**src/rtl/ss_pkg.sv**
```systemverilog
`timescale 1ns/1ps
package ss_pkg;

    typedef enum logic [1:0] {
        ST_LOCK  = 2'd0,
        ST_SOFT  = 2'd1,
        ST_RUN   = 2'd2,
        ST_FAULT = 2'd3
    } seq_state_e;

    typedef struct packed {
        logic oc;
        logic ov;
    } trip_t;

    function automatic logic is_live(seq_state_e s);
        return (s == ST_SOFT) || (s == ST_RUN);
    endfunction

endpackage

```
**src/rtl/ss_uvlo.sv**
```systemverilog
`timescale 1ns/1ps
module ss_uvlo #(
    parameter int ADC_W = 12
) (
    input  logic             clk,
    input  logic             rst,
    input  logic [ADC_W-1:0] vin,
    input  logic [ADC_W-1:0] on_th,
    input  logic [ADC_W-1:0] off_th,
    output logic             supply_ok
);

    always_ff @(posedge clk) begin
        if (rst)
            supply_ok <= 1'b0;
        else if (!supply_ok && (vin >= on_th))
            supply_ok <= 1'b1;
        else if (supply_ok && (vin < off_th))
            supply_ok <= 1'b0;
    end


    stay_low_chk: assert property (@(posedge clk) disable iff (rst)
        (!supply_ok && (vin < on_th)) |=> !supply_ok);


    hold_high_chk: assert property (@(posedge clk) disable iff (rst)
        (supply_ok && (vin >= off_th)) |=> supply_ok);

endmodule

```
**src/rtl/ss_ramp.sv**
```systemverilog
`timescale 1ns/1ps
module ss_ramp #(
    parameter int DUTY_W      = 10,
    parameter int PERIOD_CLKS = 80,
    parameter int RAMP_STEPS  = 2500
) (
    input  logic              clk,
    input  logic              rst,
    input  logic              run,
    output logic [DUTY_W-1:0] ceiling,
    output logic              done
);

    localparam int CW = (PERIOD_CLKS > 1) ? $clog2(PERIOD_CLKS) : 1;
    localparam int SW = $clog2(RAMP_STEPS + 1);
    localparam int PW = SW + DUTY_W;

    logic [CW-1:0] tick_cnt;
    logic [SW-1:0] step;
    logic [PW-1:0] prod;

    always_ff @(posedge clk) begin
        if (rst || !run) begin
            tick_cnt <= '0;
            step     <= '0;
        end else if (step != SW'(RAMP_STEPS)) begin
            if (tick_cnt == CW'(PERIOD_CLKS - 1)) begin
                tick_cnt <= '0;
                step     <= step + 1'b1;
            end else begin
                tick_cnt <= tick_cnt + 1'b1;
            end
        end
    end

    assign prod    = {{DUTY_W{1'b0}}, step} * PW'((2 ** DUTY_W) - 1);
    assign ceiling = DUTY_W'(prod / PW'(RAMP_STEPS));
    assign done    = (step == SW'(RAMP_STEPS));


    ceil_mono_chk: assert property (@(posedge clk) disable iff (rst)
        (run && $past(run)) |-> (ceiling >= $past(ceiling)));


    done_sticky_chk: assert property (@(posedge clk) disable iff (rst)
        (run && done) |=> (!run || done));

endmodule

```
**src/rtl/ss_fsm.sv**
```systemverilog
`timescale 1ns/1ps
module ss_fsm
    import ss_pkg::*;
(
    input  logic       clk,
    input  logic       rst,
    input  logic       en,
    input  logic       supply_ok,
    input  trip_t      trip,
    input  logic       ramp_done,
    output seq_state_e state,
    output trip_t      cause
);

    seq_state_e nxt;
    logic       any_trip;

    assign any_trip = trip.oc || trip.ov;

    always_comb begin
        nxt = state;
        unique case (state)
            ST_LOCK:  if (en && supply_ok) nxt = ST_SOFT;
            ST_SOFT: begin
                if (any_trip)               nxt = ST_FAULT;
                else if (!en || !supply_ok) nxt = ST_LOCK;
                else if (ramp_done)         nxt = ST_RUN;
            end
            ST_RUN: begin
                if (any_trip)               nxt = ST_FAULT;
                else if (!en || !supply_ok) nxt = ST_LOCK;
            end
            ST_FAULT: if (!en) nxt = ST_LOCK;
            default:  nxt = ST_LOCK;
        endcase
    end

    always_ff @(posedge clk) begin
        if (rst) begin
            state <= ST_LOCK;
            cause <= '0;
        end else begin
            state <= nxt;
            if (nxt == ST_FAULT && state != ST_FAULT)
                cause <= trip;
            else if (nxt == ST_SOFT && state == ST_LOCK)
                cause <= '0;
        end
    end


    fault_hold_chk: assert property (@(posedge clk) disable iff (rst)
        (state == ST_FAULT && en) |=> (state == ST_FAULT));


    trip_react_chk: assert property (@(posedge clk) disable iff (rst)
        (is_live(state) && any_trip) |=> (state == ST_FAULT));


    cause_known_chk: assert property (@(posedge clk) disable iff (rst)
        (state == ST_FAULT) |-> (cause.oc || cause.ov));


    lock_no_fault_chk: assert property (@(posedge clk) disable iff (rst)
        (state == ST_LOCK) |=> (state != ST_FAULT));

endmodule

```
**src/rtl/ss_sequencer.sv**
```systemverilog
`timescale 1ns/1ps
module ss_sequencer
    import ss_pkg::*;
#(
    parameter int ADC_W       = 12,
    parameter int DUTY_W      = 10,
    parameter int PERIOD_CLKS = 80,
    parameter int RAMP_STEPS  = 2500
) (
    input  logic              clk,
    input  logic              rst,
    input  logic              en,
    input  logic [ADC_W-1:0]  vin,
    input  logic [ADC_W-1:0]  vout,
    input  logic [ADC_W-1:0]  i_sense,
    input  logic [ADC_W-1:0]  uv_on_th,
    input  logic [ADC_W-1:0]  uv_off_th,
    input  logic [ADC_W-1:0]  ov_th,
    input  logic [ADC_W-1:0]  oc_th,
    input  logic [DUTY_W-1:0] duty_req,
    output logic [DUTY_W-1:0] duty_lim,
    output logic              pwm_off,
    output logic [1:0]        state_o,
    output logic              flag_oc,
    output logic              flag_ov
);

    localparam logic [DUTY_W-1:0] FULL_SCALE = '1;

    seq_state_e        state;
    trip_t             trip;
    trip_t             cause;
    logic              supply_ok;
    logic              ramp_done;
    logic [DUTY_W-1:0] ceiling;
    logic [DUTY_W-1:0] cap;
    logic              live;

    assign trip.oc = (i_sense > oc_th);
    assign trip.ov = (vout > ov_th);

    ss_uvlo #(.ADC_W(ADC_W)) uvlo_i (
        .clk       (clk),
        .rst       (rst),
        .vin       (vin),
        .on_th     (uv_on_th),
        .off_th    (uv_off_th),
        .supply_ok (supply_ok)
    );

    ss_ramp #(
        .DUTY_W      (DUTY_W),
        .PERIOD_CLKS (PERIOD_CLKS),
        .RAMP_STEPS  (RAMP_STEPS)
    ) ramp_i (
        .clk     (clk),
        .rst     (rst),
        .run     (state == ST_SOFT),
        .ceiling (ceiling),
        .done    (ramp_done)
    );

    ss_fsm fsm_i (
        .clk       (clk),
        .rst       (rst),
        .en        (en),
        .supply_ok (supply_ok),
        .trip      (trip),
        .ramp_done (ramp_done),
        .state     (state),
        .cause     (cause)
    );

    assign live     = is_live(state);
    assign cap      = (state == ST_RUN) ? FULL_SCALE : ceiling;
    assign duty_lim = !live ? '0 : ((duty_req < cap) ? duty_req : cap);
    assign pwm_off  = !live;
    assign state_o  = state;
    assign flag_oc  = cause.oc;
    assign flag_ov  = cause.ov;


    duty_cap_chk: assert property (@(posedge clk) disable iff (rst)
        duty_lim <= duty_req);


    en_drop_chk: assert property (@(posedge clk) disable iff (rst)
        (live && !en && !trip.oc && !trip.ov) |=> (state == ST_LOCK));

endmodule

```
**config.mk**
```make
export PLATFORM = sky130hd
export DESIGN_NAME = ss_sequencer
export DESIGN_NICKNAME = d
export VERILOG_FILES = /design/src/rtl/ss_pkg.sv /design/src/rtl/ss_uvlo.sv /design/src/rtl/ss_ramp.sv /design/src/rtl/ss_fsm.sv /design/src/rtl/ss_sequencer.sv
export SDC_FILE = /design/constraint.sdc
export NUM_CORES = 1
export LEC_CHECK = 0
export ABC_CLOCK_PERIOD_IN_PS = 19400
export BUFFER_PORTS_ARGS = -buffer_cell sky130_fd_sc_hd__buf_2
export CORE_MARGIN = 4
export CORE_UTILIZATION = 35
export DETAILED_ROUTE_END_ITERATION = 16
export HOLD_SLACK_MARGIN = 0.06
export PLACE_DENSITY_LB_ADDON = 0.25
export SYNTH_ARGS = -nofsm -noshare
export SYNTH_HDL_FRONTEND = slang
export SYNTH_SLANG_ARGS = --single-unit
```
**constraint.sdc**
```tcl
create_clock -name clk -period 19.4 [get_ports clk]
set_input_delay 3.88 -clock clk [delete_from_list [all_inputs] [get_ports clk]]
set_output_delay 3.88 -clock clk [all_outputs]
set_load 0.01 [all_outputs]
```
==> out/qor.csv, run 1 <==
stage;metric;value;unit
hold_path;hold_class;register to register;
worst_setup_path;rr_worst_depth;11;
synth;ys_warn_count;0;
sta;setup_viol;0;
worst_setup_path;crit_type;register to output port;
sta;whs;0.495;ns
cells_and_area;num_antenna_cells;0;
floorplan;die_y;180;um
worst_setup_path;critical-path-max-stage-delay;0.62;ns
synth;synth_top_area_share;15.6;%
route;drc;0;
route;vias_per_cell;5.66;
power;vdd_ir_drop_max;26.0;uV
cells_and_area;drive_above_1_share;24.2;%
placement;dpl_worst_slack;0.0607;ns
power;cellPowerDensity;15.3;mW/mm^2
clock_tree;path_clk_slew;0.07;ns
sta;skew;0.00203;ns
sta;worst_pin_slew;0.883;ns
global_routing;antenna_found_initial;0;
clock_tree;cts_buffers;3;
route;wirelength;29.5;mm
synth;synth_cell_types;108;
placement;post-dp-hpwl;24.4;mm
worst_setup_path;cp_data_required_time;15.52;ns
clock_tree;cts_tree;done;
route;vias;10600;
worst_setup_path;critical_path.slowest_cell;fa_2;
synth;syn_inst;1340;
clock_tree;cts_sinks;24;
worst_setup_path;critPathMaxFanout;18;
floorplan;core_area;0.0289;mm^2
synth;async_flop_share;0;%
route;dr.pass1.iters;6;
worst_setup_path;startpoint_type;register;
flow_run;maxCapViolations;0;
clock_tree;clock_path_buffers;2;
route;antenna_left;0;
synth;netlist_area;0.0104;mm^2
hold_path;hold_path_depth;2;
worst_setup_path;cpMostUsedCell;inv_1;
worst_setup_path;arrival;14.98;ns
floorplan;initial_core_util;35.8;%
synth;synth_top_area_cell;ha_1;
floorplan;die-area;0.0324;mm^2
clock_tree;hold_buffers;0;
worst_setup_path;regToRegSetupSlack;16.15;ns
placement;io_buffers;111;
synth;syn_nets;1623;
clock_tree;clock_tree.root_cell;clkbuf_16;
cells_and_area;syn_to_final_growth;20.7;%
outcome;status;complete, no violations;
global_routing;track_usage;17.2;%
sta;timing.slew.headroom;40.9;%
cells_and_area;fin_util;43.2;%
sta;slew_violations;0;
clock_tree;clk_latency;0.26;ns
hold_path;hp-start;ramp_i.tick_cnt[6]$_SDFFE_PP0N_;
cells_and_area;final_nets;1779;
sta;min_period;18.86;ns
sta;fmax;53.0;MHz
synth;avgSynthCellArea;7.74;um^2
synth;synth_common_cells;153 x inv_1, 129 x ha_1, 92 x nor2_1;
worst_setup_path;r2r_end;ramp_i.step[11]$_SDFFE_PP0P_;
route;routedWlPerCell;15.7;um
placement;place_congestion;0.874;
hold_path;holdPathEnd;ramp_i.tick_cnt[6]$_SDFFE_PP0N_;
global_routing;grt_overflow_total;0;
clock_tree;htree_levels;1;
worst_setup_path;cp-end-kind;output port;
global_routing;grt_max_degree;21;
synth;ys_ff_latch;24;
worst_setup_path;timing.rr.start;ramp_i.step[10]$_SDFFE_PP0P_;
floorplan;die_x;180;um
synth;synth_most_common_cell;inv_1;
route;drt-initial-drc-count;684;
power;p_leak;5.65;nW
sta;hold_viol;0;
global_routing;grt_pass1_vias;9966;
sta;period_share;97.2;%
synth;ys_top_cells_by_area;ha_1 16%, fa_1 11%, inv_1 5.5%, dfxtp_1 4.6%, xnor2_1 4.5%;
floorplan;rows;62;
global_routing;grt_pass1_wl;49.1;mm
synth;synth_edf_count;0;
synth;synth_top_flop_cell;dfxtp_1;
synth;ys_seq_area_share;4.64;%
floorplan;io_pins;112;
sta;setup_slack;0.538;ns
routing by layer:
| layer | vias up | GRT usage [%] | share of wire, % |
|---|---|---|---|
| met5 | - | 0 | 0 |
| met4 | 0 | 2.96 | 1.8 |
| met3 | 44 | 1.66 | 4.3 |
| met2 | 285 | 29.5 | 48 |
| met1 | 4999 | 23.9 | 46 |
| li1 | 5313 | - | - |
repair_timing:
action	CTS	global route
setup buffers	2	17
cloned	0	1
setup endpoints to repair	10	10
gates resized for setup	5	114
pin swaps	1	29
hold endpoints to repair	0	0
placed cells by master, fill, tap and decap left out, drive strengths merged, types with 44 or more instances in the layout:
cell type  Yosys  layout
fa            57      57
inv          154     154
xnor2         55      55
buf           24     192
a21oi         68      69
ha           129     129
nand2         64      64
nor3          44      44
o21ai         71      71
nor2          94      94
where the power goes:
part           internal (mW)  switching, mW  total, mW
registers             0.0509        0.00251     0.0535
clock network         0.0410         0.0186     0.0596
logic                 0.0360         0.0429     0.0789
total                  0.128         0.0640      0.192
worst max-delay path, delay by kind of cell, from the launching register on:
| family | cells | cell delay, ns |
|---|---|---|
| AO/OA/AOI/OAI | 26 | 7.14 |
| buffers and inverters | 10 | 1.03 |
| XOR/XNOR | 3 | 0.57 |
| AND/OR/NAND/NOR | 9 | 2.53 |
| flip-flops | 1 | 0.40 |
| adder cells (fa/ha/maj) | 6 | 3.02 |
how the worst max path moves through the flow:
stage	startpoint	end	slack, ns	cells past startpoint
after floorplan	ramp_i.step[5]$_SDFFE_PP0P_	duty_lim[8]	1.09	56
after global placement	ramp_i.step[5]$_SDFFE_PP0P_	duty_lim[5]	0.17	54
after detailed placement	ramp_i.step[8]$_SDFFE_PP0P_	duty_lim[5]	0.06	52
after CTS	ramp_i.step[5]$_SDFFE_PP0P_	duty_lim[5]	0.001	54
after global routing	ramp_i.step[6]$_SDFFE_PP0P_	duty_lim[5]	-0.13	52
final	ramp_i.step[7]$_SDFFE_PP0P_	duty_lim[5]	0.54	54
layout make-up:
type,instances,area (um^2)
timing repair buffer,192,1190
sequential,24,492
clock inverter,1,30.0
fill,2935,16400
tap,384,480
inverter,154,578
multi-input combinational,1121,9670
clock buffer,3,75.1
kinds of logic after synthesis:
family,count (synthesis),share of synthesized area (%)
buf+inv,196,7.52
xor+xnor,75,6.55
fa+ha+maj,187,26.7
simple gates,411,21.1
mux,21,2.12
compound gates,426,31.4
flops,24,4.64
registers in the layout, summed over array words and instances, names as in the netlist:
name / flops
ramp_i.step: 12
ramp_i.tick_cnt: 7
fsm_i.cause: 2
fsm_i.state: 2
uvlo_i.supply_ok: 1
through the flow:
step           instances  setup TNS [ns]  instance area, um^2  power [mW]
2_1_floorplan       1340               0                10400       0.102
3_3_place_gp        1855               0                11700       0.133
3_5_place_dp        1855               0                11700       0.134
4_1_cts             1861               0                11800       0.195
5_1_grt             1879           -1.03                12500       0.207
6_report            1879               0                12500       0.192
Power figures use the tool's default switching activity.
==> inputs of run 2 (changes only) <==
--- a/config.mk
+++ b/config.mk
@@ -5,8 +5,8 @@
 export SDC_FILE = /design/constraint.sdc
 export NUM_CORES = 1
 export LEC_CHECK = 0
-export ABC_CLOCK_PERIOD_IN_PS = 19400
-export BUFFER_PORTS_ARGS = -buffer_cell sky130_fd_sc_hd__buf_2
+export ABC_CLOCK_PERIOD_IN_PS = 17900
+export BUFFER_PORTS_ARGS = -buffer_cell sky130_fd_sc_hd__buf_4
 export CORE_MARGIN = 4
 export CORE_UTILIZATION = 35
 export DETAILED_ROUTE_END_ITERATION = 16
==> constraint.sdc (replaced) <==
create_clock -name clk -period 17.9 [get_ports clk]
set_input_delay 3.58 -clock clk [delete_from_list [all_inputs] [get_ports clk]]
set_output_delay 3.58 -clock clk [all_outputs]
set_load 0.01 [all_outputs]
==> run 2 against run 1 <==
  * The run now ends with negative setup slack left
  * Wire length grew 7.7%
  * Clock skew is 0.0024 ns higher
  * Combinational power increased by 21%
  * Register-to-register slack lost 1.6 ns
  * Die area is the same
  * Flip-flop and latch count unchanged
  * Global-route usage up 1.0 points
  * Non-clock buffer count up 164
  * Sequential share of layout area fell by 0.50 points
  * Setup slack got worse by 0.70 ns
  * Sequential power increased by 8.2%
==> out/qor.csv, run 2 (synthesis gave the netlist of run 1 again) <==
stage;metric;value;unit
outcome;status;finished with violations;
outcome;violations;negative setup slack;
power;vdd_ir_drop_max;26.2;uV
worst_setup_path;critical-path-max-stage-delay;0.59;ns
route;wirelength;31.8;mm
placement;io_buffers;111;
route;dr.pass1.iters;7;
worst_setup_path;r2r_end;ramp_i.step[11]$_SDFFE_PP0P_;
floorplan;io_pins;112;
route;routedWlPerCell;15.6;um
cells_and_area;final_common_cell;buf_4;
worst_setup_path;cp_data_required_time;14.32;ns
power;power_frac_seq;26.5;%
floorplan;initial_core_util;35.8;%
worst_setup_path;cp-end-kind;output port;
route;drt-initial-drc-count;558;
power;clkPwrFrac;30.0;%
hold_path;hold_class;register to register;
power;p_sw_share;32.5;%
worst_setup_path;rr_worst_depth;12;
cells_and_area;regMostFlops;ramp_i.step;
cells_and_area;syn_to_final_growth;38.1;%
worst_setup_path;regToRegSetupSlack;14.53;ns
power;p_comb_share;43.5;%
worst_setup_path;startpoint;ramp_i.step[5]$_SDFFE_PP0P_;
power;p_leak;6.62;nW
power;internal-power;0.148;mW
floorplan;core_area;0.0289;mm^2
sta;timing.slew.headroom;30.1;%
floorplan;die-area;0.0324;mm^2
clock_tree;clock_path_buffers;2;
floorplan;die_x;180;um
cells_and_area;seqCellArea;490;um^2
route;vias_per_cell;5.51;
flow_run;maxCapViolations;0;
route;routed-wl-met3;1.06;mm
worst_setup_path;cp_top_family;compound AO/OA/AOI/OAI gates;
sta;slew_violations;0;
worst_setup_path;crit_type;register to output port;
clock_tree;clock_tree.root_cell;clkbuf_16;
floorplan;rows;62;
cells_and_area;largest_reg_flops;12;
route;wl_met2;15.7;mm
worst_setup_path;startpoint_type;register;
cells_and_area;num_antenna_cells;0;
clock_tree;cts_tree;done;
global_routing;grt_overflow_total;0;
cells_and_area;multiInputGateArea;0.00992;mm^2
sta;fmax;55.4;MHz
sta;period_share;101;%
route;top_layer;met4;
sta;setup_slack;-0.165;ns
cells_and_area;reg_top3;ramp_i.step x12, ramp_i.tick_cnt x7;
clock_tree;hold_buffers;0;
cells_and_area;fillerInstances;2790;
sta;skew;0.00440;ns
sta;hold_viol;0;
clock_tree;cts_buffers;3;
sta;setup_viol;9;
floorplan;die_y;180;um
worst_setup_path;timing.rr.start;ramp_i.step[10]$_SDFFE_PP0P_;
worst_setup_path;critical_path.slowest_cell;fa_1;
cells_and_area;drive_above_1_share;32.8;%
worst_setup_path;cp_num_buf_inv;17;
placement;place_congestion;0.888;
cells_and_area;fin_util;49.5;%
sta;worst_pin_slew;1.04;ns
route;drc;0;
clock_tree;htree_levels;1;
placement;dpl_worst_slack;-0.464;ns
placement;post-dp-hpwl;26.0;mm
sta;min_period;18.06;ns
global_routing;antenna_found_initial;0;
worst_setup_path;critPathMaxFanout;9;
clock_tree;cts_sinks;24;
global_routing;grt_max_degree;20;
worst_setup_path;cp-endpoint;duty_lim[2];
sta;rsz0062_at_grt;yes;
worst_setup_path;cp.depth;60;
worst_setup_path;cpMostUsedCell;buf_4;
cells_and_area;final_cell_mix;347 x buf_4, 150 x inv_1, 124 x ha_1;
power;cellPowerDensity;15.3;mW/mm^2
clock_tree;path_clk_slew;0.07;ns
cells_and_area;final_nets;1942;
route;antenna_left;0;
clock_tree;clk_latency;0.26;ns
route;vias;11300;
route;met1_length;14.5;mm
global_routing;grt_pass1_vias;10900;
global_routing;track_usage;18.2;%
worst_setup_path;arrival;14.48;ns
global_routing;grt_pass1_wl;51.9;mm
power;p_sw;0.0711;mW
-- run 2: cell types whose count changed in the layout (fill, tap and decap cells not counted), sizes merged --
cell / change
buf: +163
a21oi: -1
clkbuf: +1
-- run 2: worst reg2reg max path, stage by stage, from the launching register on --
cell	delay, ns
dfxtp_1	0.42
inv_1	0.10
buf_4	0.17
ha_1	0.26
and4_1	0.22
nand3_1	0.24
nand4_1	0.24
nor3_1	0.66
and3_1	0.35
and3_1	0.26
nand3_1	0.12
xnor2_1	0.14
nor2_1	0.05
-- run 2: metal layers --
layer | vias to the layer above | track usage, %
li1 | 5615 | -
met1 | 5370 | 24.1
met2 | 236 | 33.1
met3 | 37 | 1.57
met5 | - | 0
met4 | 0 | 2.69
-- run 2: how the worst min path moves through the flow --
stage          cells after the start                               to                       startpoint
2_1_floorplan                      1    uvlo_i.supply_ok$_SDFFE_PP0P_    uvlo_i.supply_ok$_SDFFE_PP0P_
3_3_place_gp                       2  ramp_i.tick_cnt[6]$_SDFFE_PP0N_  ramp_i.tick_cnt[6]$_SDFFE_PP0N_
3_5_place_dp                       2  ramp_i.tick_cnt[6]$_SDFFE_PP0N_  ramp_i.tick_cnt[6]$_SDFFE_PP0N_
4_1_cts                            2  ramp_i.tick_cnt[6]$_SDFFE_PP0N_  ramp_i.tick_cnt[6]$_SDFFE_PP0N_
5_1_grt                            2  ramp_i.tick_cnt[5]$_SDFFE_PP0N_  ramp_i.tick_cnt[5]$_SDFFE_PP0N_
6_report                           2  ramp_i.tick_cnt[6]$_SDFFE_PP0N_  ramp_i.tick_cnt[6]$_SDFFE_PP0N_
-- run 2: final cells by class --
cell class              count  share of cell area (%)
clock buffers               3                   0.525
clock inverters             1                   0.210
inverters                 154                    4.04
multi-input cells        1120                    69.3
flip-flops and latches     24                    3.43
well taps                 384                    3.36
repair buffers            356                    19.1
-- run 2: power groups by stage --
stage | sequential [mW] | clock, mW | combinational, mW
after floorplan | 0.0592 | 0 | 0.0514
after global placement | 0.0594 | 0 | 0.0934
after detailed placement | 0.0592 | 0 | 0.0955
after CTS | 0.0578 | 0.0669 | 0.0959
after global routing | 0.0582 | 0.0691 | 0.108
final | 0.0579 | 0.0656 | 0.0952
-- run 2: repair_timing --
item	CTS	global route
pin swaps	47	32
setup endpoints to repair	10	10
resized for setup	84	66
gates cloned	0	1
setup buffers	24	14
endpoints found under the hold margin	0	0
-- run 2: through the flow --
stage	cell area, um^2	cells	power (mW)	TNS (ns)	hold WS, ns
after detailed placement	13100	2001	0.155	-4.24	0.492
after CTS	13800	2028	0.221	0	0.501
after floorplan	10400	1340	0.111	0	0.466
final	14300	2042	0.219	-1.38	0.498
after global placement	13100	2001	0.153	-3.33	0.478
after global routing	14300	2042	0.235	-7.64	0.536
==> inputs of run 3 (changes only) <==
--- a/config.mk
+++ b/config.mk
@@ -5,13 +5,15 @@
 export SDC_FILE = /design/constraint.sdc
 export NUM_CORES = 1
 export LEC_CHECK = 0
-export ABC_CLOCK_PERIOD_IN_PS = 17900
+export ABC_CLOCK_PERIOD_IN_PS = 20700
 export BUFFER_PORTS_ARGS = -buffer_cell sky130_fd_sc_hd__buf_4
+export CAP_MARGIN = 25
 export CORE_MARGIN = 4
 export CORE_UTILIZATION = 35
 export DETAILED_ROUTE_END_ITERATION = 16
 export HOLD_SLACK_MARGIN = 0.06
 export PLACE_DENSITY_LB_ADDON = 0.25
+export SETUP_SLACK_MARGIN = 0.5
 export SYNTH_ARGS = -nofsm -noshare
 export SYNTH_HDL_FRONTEND = slang
 export SYNTH_SLANG_ARGS = --single-unit
==> constraint.sdc (replaced) <==
create_clock -name clk -period 20.7 [get_ports clk]
set_input_delay 4.14 -clock clk [delete_from_list [all_inputs] [get_ports clk]]
set_output_delay 4.14 -clock clk [all_outputs]
set_load 0.01 [all_outputs]
==> run 3 against run 2 <==
  * The run now ends clean
  * Count of clock-buffer cells in the layout stayed put
  * Cell count is 10% lower
  * Die area stayed put
  * Highest routed layer unchanged
  * Clock skew is 0.0023 ns lower
  * Register-to-register slack better by 2.9 ns
==> out/qor.csv, run 3 (synthesis gave the netlist of run 1 again) <==
stage;metric;value;unit
clock_tree;cts_buffers;3;
power;p_leak;5.57;nW
route;drc;0;
power;clkPwrFrac;29.8;%
global_routing;grt_overflow_total;0;
clock_tree;path_clk_slew;0.06;ns
worst_setup_path;cp-end-kind;output port;
clock_tree;clk_latency;0.26;ns
sta;hold_viol;0;
worst_setup_path;critical_path.slowest_cell;fa_2;
cells_and_area;final_nets;1735;
floorplan;die_y;180;um
cells_and_area;num_antenna_cells;0;
sta;tns;0;ns
power;power_frac_seq;27.0;%
sta;fmax;51.0;MHz
route;vias;10600;
power;total_power;0.187;mW
placement;post-dp-hpwl;24.1;mm
sta;min_period;19.61;ns
route;routedWlPerCell;16.1;um
floorplan;die-area;0.0324;mm^2
placement;io_buffers;111;
clock_tree;clock_tree.root_cell;clkbuf_16;
sta;setup_viol;0;
cells_and_area;final_area;0.0124;mm^2
clock_tree;cts_tree;done;
global_routing;grt_pass1_vias;9953;
sta;rsz0062_at_grt;no;
worst_setup_path;cp_data_required_time;16.56;ns
worst_setup_path;arrival;15.47;ns
global_routing;grt_pass1_wl;48.6;mm
route;antenna_left;0;
cells_and_area;final_cell_mix;153 x inv_1, 146 x buf_4, 127 x ha_1;
worst_setup_path;startpoint_type;register;
worst_setup_path;crit_type;register to output port;
sta;setup_slack;1.09;ns
floorplan;rows;62;
route;drt-initial-drc-count;820;
hold_path;hold_class;register to register;
hold_path;hold_path_depth;2;
placement;dpl_worst_slack;0.181;ns
power;cellPowerDensity;15.1;mW/mm^2
clock_tree;clock_path_buffers;2;
power;p_sw_share;32.3;%
cells_and_area;final_common_cell;inv_1;
worst_setup_path;timing.rr.start;ramp_i.step[10]$_SDFFE_PP0P_;
cells_and_area;reg_top3;ramp_i.step x12, ramp_i.tick_cnt x7;
worst_setup_path;rr_worst_depth;11;
power;vdd_ir_drop_max;38.4;uV
sta;timing.slew.headroom;39.6;%
clock_tree;hold_buffers;0;
sta;skew;0.00211;ns
cells_and_area;drive_above_1_share;20.7;%
power;internal-power;0.126;mW
route;wirelength;29.6;mm
outcome;status;complete, no violations;
route;dr.pass1.iters;7;
hold_path;hp-start;ramp_i.tick_cnt[6]$_SDFFE_PP0N_;
cells_and_area;largest_reg_flops;12;
placement;placed_cell_area;0.0116;mm^2
worst_setup_path;critical-path-max-stage-delay;0.65;ns
sta;worst_pin_slew;0.903;ns
global_routing;antenna_found_initial;0;
floorplan;core_area;0.0289;mm^2
floorplan;initial_core_util;35.8;%
clock_tree;htree_levels;1;
sta;slew_violations;0;
floorplan;die_x;180;um
worst_setup_path;r2r_end;ramp_i.step[11]$_SDFFE_PP0P_;
sta;whs;0.499;ns
cells_and_area;syn_to_final_growth;19.2;%
worst_setup_path;critPathMaxFanout;9;
global_routing;grt_max_degree;21;
sta;period_share;94.7;%
hold_path;holdPathEnd;ramp_i.tick_cnt[6]$_SDFFE_PP0N_;
placement;place_congestion;0.886;
cells_and_area;regMostFlops;ramp_i.step;
worst_setup_path;regToRegSetupSlack;17.42;ns
global_routing;track_usage;16.9;%
route;vias_per_cell;5.79;
power;p_comb_share;43.1;%
flow_run;maxCapViolations;0;
worst_setup_path;cpMostUsedCell;inv_1;
clock_tree;cts_sinks;24;
floorplan;io_pins;112;
power;p_sw;0.0603;mW
[run 3: worst max-delay path by stage]
stage	start	endpoint	slack, ns	cells past startpoint
after floorplan	ramp_i.step[5]$_SDFFE_PP0P_	duty_lim[8]	2.13	56
after global placement	ramp_i.step[5]$_SDFFE_PP0P_	duty_lim[9]	0.41	53
after detailed placement	ramp_i.step[5]$_SDFFE_PP0P_	duty_lim[6]	0.18	53
after CTS	ramp_i.step[5]$_SDFFE_PP0P_	duty_lim[5]	0.50	52
after global routing	ramp_i.step[3]$_SDFFE_PP0P_	duty_lim[5]	0.42	52
final	ramp_i.step[5]$_SDFFE_PP0P_	duty_lim[5]	1.09	53
[run 3: critical path, delay by kind of cell (launching register included)]
family	cells	cell delay, ns
AOI/OAI and AO/OA	25	6.30
and+or+nand+nor	8	3.15
DFF	1	0.42
muxes	4	1.28
buffers and inverters	9	0.81
xor gates and xnor gates	1	0.21
adders and majority gates	6	3.03
[run 3: cell type report]
cell class              count  area, um^2
fillers                  2855       16600
multi-input cells        1123        9600
clock inverters             1        30.0
inverters                 154         578
well taps                 384         480
repair buffers            146        1100
clock buffers               3        75.1
flip-flops and latches     24         490
[run 3: repair_timing]
action | CTS | global route
buffers inserted | 8 | 16
setup endpoints to repair | 10 | 10
gates cloned | 0 | 3
pin swaps | 5 | 17
gates resized for setup | 12 | 90
[run 3: per-stage QoR]
stage	cells	util, %
after CTS	1816	40.7
after global routing	1835	42.7
after global placement	1804	40.0
after detailed placement	1804	40.0
final	1835	42.7
after floorplan	1340	-
[run 3: power by group through the flow]
stage	clock [mW]	sequential, mW	combinational, mW
after floorplan	0	0.0512	0.0444
after global placement	0	0.0515	0.0797
after detailed placement	0	0.0515	0.0804
after CTS	0.0568	0.0504	0.0811
after global routing	0.0588	0.0507	0.0916
final	0.0556	0.0505	0.0805
[run 3: metal layers]
metal	vias to the layer above	global-route usage, %	routed length (um)
met5	-	0	0
met4	0	2.24	418
met3	38	1.21	1100
met2	286	29.3	14200
met1	5096	23.9	13800
li1	5207	-	-
